`src/rtl/spawn_dispatch.sv`:
```
module spawn_dispatch #(
  parameter int NTCU = 4,
  parameter int IDW  = 16
) (
  input  logic                 clk,
  input  logic                 rst_n,
  input  logic                 spawn_req,
  input  logic [IDW-1:0]       spawn_count,
  input  logic [IDW-1:0]       spawn_offset,
  input  logic                 fork_req,
  input  logic [IDW-1:0]       fork_amount,
  input  logic [NTCU-1:0]      id_req,
  output logic                 busy,
  output logic                 serial_run,
  output logic                 join_done,
  output logic [NTCU-1:0]      tcu_active,
  output logic [NTCU*IDW-1:0]  tcu_id
);
  logic [IDW-1:0]  bound, next_id, bound_eff, taken;
  logic [IDW-1:0]  new_id [NTCU];
  logic [NTCU-1:0] grant;

  assign serial_run = !busy;
  assign grant      = id_req & tcu_active & {NTCU{busy}};
  assign bound_eff  = bound + ((busy && fork_req) ? fork_amount : '0);

  always_comb begin
    taken = '0;
    for (int i = 0; i < NTCU; i++) begin
      new_id[i] = next_id + taken;
      if (grant[i]) taken = taken + IDW'(1);
    end
  end

  always_ff @(posedge clk) begin
    if (!rst_n) begin
      busy       <= 1'b0;
      join_done  <= 1'b0;
      bound      <= '0;
      next_id    <= '0;
      tcu_active <= '0;
      tcu_id     <= '0;
    end else begin
      join_done <= 1'b0;
      if (!busy) begin
        if (spawn_req) begin
          busy    <= 1'b1;
          bound   <= spawn_offset + spawn_count;
          next_id <= spawn_offset + IDW'(NTCU);
          for (int i = 0; i < NTCU; i++) begin
            tcu_id[i*IDW +: IDW] <= spawn_offset + IDW'(i);
            tcu_active[i]        <= IDW'(i) < spawn_count;
          end
        end
      end else if (tcu_active == '0) begin
        busy      <= 1'b0;
        join_done <= 1'b1;
      end else begin
        bound   <= bound_eff;
        next_id <= next_id + taken;
        for (int i = 0; i < NTCU; i++) begin
          if (grant[i]) begin
            tcu_id[i*IDW +: IDW] <= new_id[i];
            tcu_active[i]        <= new_id[i] < bound_eff;
          end
        end
      end
    end
  end
endmodule

```
`config.mk`:
```
export PLATFORM = sky130hd
export DESIGN_NAME = spawn_dispatch
export DESIGN_NICKNAME = d
export VERILOG_FILES = /design/src/rtl/spawn_dispatch.sv
export SDC_FILE = /design/constraint.sdc
export NUM_CORES = 1
export LEC_CHECK = 0
export ABC_AREA = 1
export BUFFER_PORTS_ARGS = -buffer_cell sky130_fd_sc_hd__buf_4
export CORE_MARGIN = 2
export CORE_UTILIZATION = 55
export DETAILED_ROUTE_END_ITERATION = 12
export PLACE_DENSITY = 0.75
export SETUP_SLACK_MARGIN = 0.4
export SYNTH_ARGS = -nofsm -noshare
export SYNTH_HDL_FRONTEND = slang
export SYNTH_SLANG_ARGS = --single-unit
```
`constraint.sdc`:
```
create_clock -name clk -period 9.4 [get_ports clk]
set_input_delay 0.94 -clock clk [delete_from_list [all_inputs] [get_ports clk]]
set_output_delay 0.94 -clock clk [all_outputs]
set_load 0.02 [all_outputs]
```
==> summary.md <==
| Metric | Value |
|---|---|
| Critical path class | reg2reg |
| Chip width | 140 um |
| CP Depth | 18 |
| Routed vias/inst | 5.97 |
| Max frequency | 209 MHz |
| CTS root buf | clkbuf_16 |
| Synth unique cells | 51 |
| WL per Instance | 20.1 um |
| Crit. End Element | flop |
| Final setup fails | 0 |
| First-pass GRT wire length | 58.9 mm |
| Dominant synthesized flop cell | dfxtp_1 |
| Post-CTS resize count | 0 |
| Num CTS Buffers | 9 |
| Hold-critical path depth | 2 |
| Hold crit path type | reg2reg |
| Slew Viols, Final | 0 |
| CTS H-tree depth | 3 |
| Iteration-0 DRC Markers | 1473 |
| Reg2reg start | busy$_SDFF_PN0_ |
| Die Y | 140 um |
| Final nets | 1874 |
| Clk slew on worst S/H paths | 0.09 ns |
| Postcts setup bufs | 0 |
| WP buf/inv | 3 |
| Hold WS | 0.477 ns |
| Largest net degree at the start of global routing | 83 |
| Core Footprint | 18100 um^2 |
| Cell Area, Synth | 10200 um^2 |
| Final WL | 39.0 mm |
| Worst r2r path cells | 18 |
| CP peak stage delay | 0.65 ns |
| DRC Markers | 1 |
| Worst clock skew | 0.0139 ns |
| MaxCap Viol Count | 0 |
| Tmin final | 4.78 ns |
| Period utilisation layout | 0.509 |
| Total GRT Usage | 0.390 |
| CTS tree | built |
| # IOs | 127 |
| Seq/Total Area, Yosys | 0.200 |
| Crit path required time | 9.71 ns |
| Cts-stage hold buffer count | 0 |
| Worst R2R Setup Slack | 4.62 ns |
| Leakage Power | 5.91 nW |
| Initial Utilization | 0.563 |
| YS warnings | 0 |
| Detailed-placement wirelength estimate | 30.4 mm |
| First-pass DRT Iterations | 11 |
| Mean post-synth cell area | 6.25 um^2 |
| Worst Path Max Fanout | 39 |
| Post-synth net total | 1799 |
| Count of final hold-check violations | 0 |
| Synth Register Bits | 102 |
| Startpoint types | flop |
| Number of global-route vias before repair | 10300 |
| Routed Antenna Nets | 0 |
| Via Count | 11600 |
| Power density over the cells | 148 nW/um^2 |
| RSZ-0062 raised after global routing | false |
| Antenna diode count | 0 |
| VDD IR-drop max | 0.118 mV |
| Violated checks | DRC |
| Clock sinks | 102 |
| Clock buffer depth | 2 |
| Global route overflow | 0 |
| Layout area overhead | 12.3% |
| CP max stage cell | dfxtp_4 |
| Placer congestion estimate | 1.04 |
| Worst Setup SP | busy$_SDFF_PN0_ |
| Layout cells sized above 1 | 0.120 |
| Status | finished with violations |
| Die Area | 19600 um^2 |
| Worst R2R End | tcu_active[3]$_SDFFE_PN0P_ |
| Delay-heaviest family, CP | simple AND/OR/NAND/NOR gates |
| Crit-path cells | inv_2 > nor3_2 > inv_1 > ha_1 > or2_2 > nand2_1 > inv_1 > ha_1 > a21oi_1 > nand2_4 > nand3_4 > xor2_1 > ha_1 > a21oi_1 > o21ai_0 > o21ai_0 > nand3_1 > a21oi_1 |
| Initial antenna violation count | 0 |
| Sum of negative setup slack | 0 ns |
| Worst EP arrival | 5.09 ns |
| Port Buffer Count | 126 |
| Relative slew slack | 0.282 |
| Site Rows | 49 |
| Post-synth EDFFs | 0 |
| Cells after synthesis | 1630 |
| Critical Path End | tcu_active[3]$_SDFFE_PN0P_ |
| Worst skew pair latency | 0.37 ns |
| Async SR Flop Fraction | 0 |
| Slew at the pin closest to its max-slew limit | 1.07 ns |
==> routing by layer <==
layer  track usage  vias to the layer above  routed length (um)  part of all wire
li1              -                     5482                   -                 -
met1         0.561                     5230               16500              0.42
met2         0.556                      753               15400              0.40
met3         0.110                      107                5480              0.14
met4         0.137                        0                1590             0.041
met5             0                        -                   0                 0
==> state kept, by name, summed over array words and instances (netlist names) <==
name and flops:
bound 16, tcu_id 64, next_id 16, busy 1
join_done 1, tcu_active 4
==> how the worst min path moves through the flow <==
stage	slack [ns]	start	to
floorplan	0.45	bound[12]$_SDFFE_PN0P_	bound[12]$_SDFFE_PN0P_
global placement	0.46	bound[14]$_SDFFE_PN0P_	bound[14]$_SDFFE_PN0P_
detailed placement	0.46	tcu_id[18]$_SDFFE_PN0P_	tcu_id[18]$_SDFFE_PN0P_
CTS	0.48	bound[8]$_SDFFE_PN0P_	bound[8]$_SDFFE_PN0P_
global route	0.49	tcu_id[18]$_SDFFE_PN0P_	tcu_id[18]$_SDFFE_PN0P_
finish	0.48	bound[8]$_SDFFE_PN0P_	bound[8]$_SDFFE_PN0P_
==> metrics by stage <==
step / total power [mW] / setup slack [ns] / area, um^2 / utilization / instances
2_1_floorplan: 1.02 / 5.75 / 10200 / - / 1630
3_3_place_gp: 1.26 / 4.90 / 11100 / 0.615 / 1923
6_report: 1.70 / 4.62 / 11400 / 0.633 / 1939
3_5_place_dp: 1.27 / 4.83 / 11100 / 0.615 / 1923
4_1_cts: 1.67 / 4.80 / 11400 / 0.633 / 1939
5_1_grt: 1.79 / 4.40 / 11400 / 0.633 / 1939
==> kinds of logic after synthesis <==
logic type | count (synthesis) | synth area share
AO/OA/AOI/OAI | 320 | 0.173
adder cells (fa/ha/maj) | 113 | 0.142
other | 1 | 0.000368
XOR/XNOR | 68 | 0.0584
flip-flops | 102 | 0.200
AND/OR/NAND/NOR | 733 | 0.310
buffers and inverters | 293 | 0.116
==> placed cells by master, fill, tap and decap left out, types with 3 or more instances in the layout <==
master / count
o21ai_0: 108
nand2_2: 9
inv_2: 18
xnor2_1: 6
inv_1: 208
and2_1: 6
clkbuf_16: 9
nand4_1: 14
dfxtp_1: 101
nor2_4: 6
fa_1: 4
a31oi_1: 40
o21ai_1: 10
nand2_1: 395
nor3_1: 16
nor2_1: 136
nand3b_1: 5
o211ai_1: 18
a211oi_1: 3
nand3_1: 121
a21oi_1: 118
clkinv_8: 3
ha_1: 109
buf_4: 129
o22ai_1: 4
or2_2: 7
nor2_2: 10
xor2_1: 62
o21bai_1: 6
==> worst min-delay path, delay by kind of cell, from the launching register on <==
| family | cells | cell delay, ns |
|---|---|---|
| compound gates | 1 | 0.05 |
| flops | 1 | 0.32 |
| simple gates | 1 | 0.06 |
==> final cells by class <==
type	count	area, um^2
Multi-Input combinational cell	1235	6970
Fill cell	1806	6650
Sequential cell	102	2050
Timing Repair Buffer	129	968
Inverter	228	857
Tap cell	229	287
Clock buffer	9	225
Clock inverter	7	86.3
==> synthesized netlist by cell type, types with 18 or more instances <==
cell | n | area [um^2]
o211ai_1 | 18 | 135
ha_1 | 109 | 1360
inv_1 | 209 | 785
nand2_1 | 395 | 1480
nand3_1 | 121 | 606
buf_2 | 27 | 135
nor2_1 | 136 | 510
o21ai_0 | 108 | 541
dfxtp_1 | 102 | 2040
a31oi_1 | 40 | 250
xor2_1 | 62 | 543
a21oi_1 | 118 | 591
clkbuf_1 | 25 | 93.8
==> where the power goes <==
part	total [mW]	internal, mW	switching (mW)	leakage [nW]
Combinational	0.748	0.254	0.494	4.91
Clock	0.405	0.192	0.213	0.151
Sequential	0.545	0.482	0.0627	0.846
No activity file was read; power rests on OpenSTA's default activity.
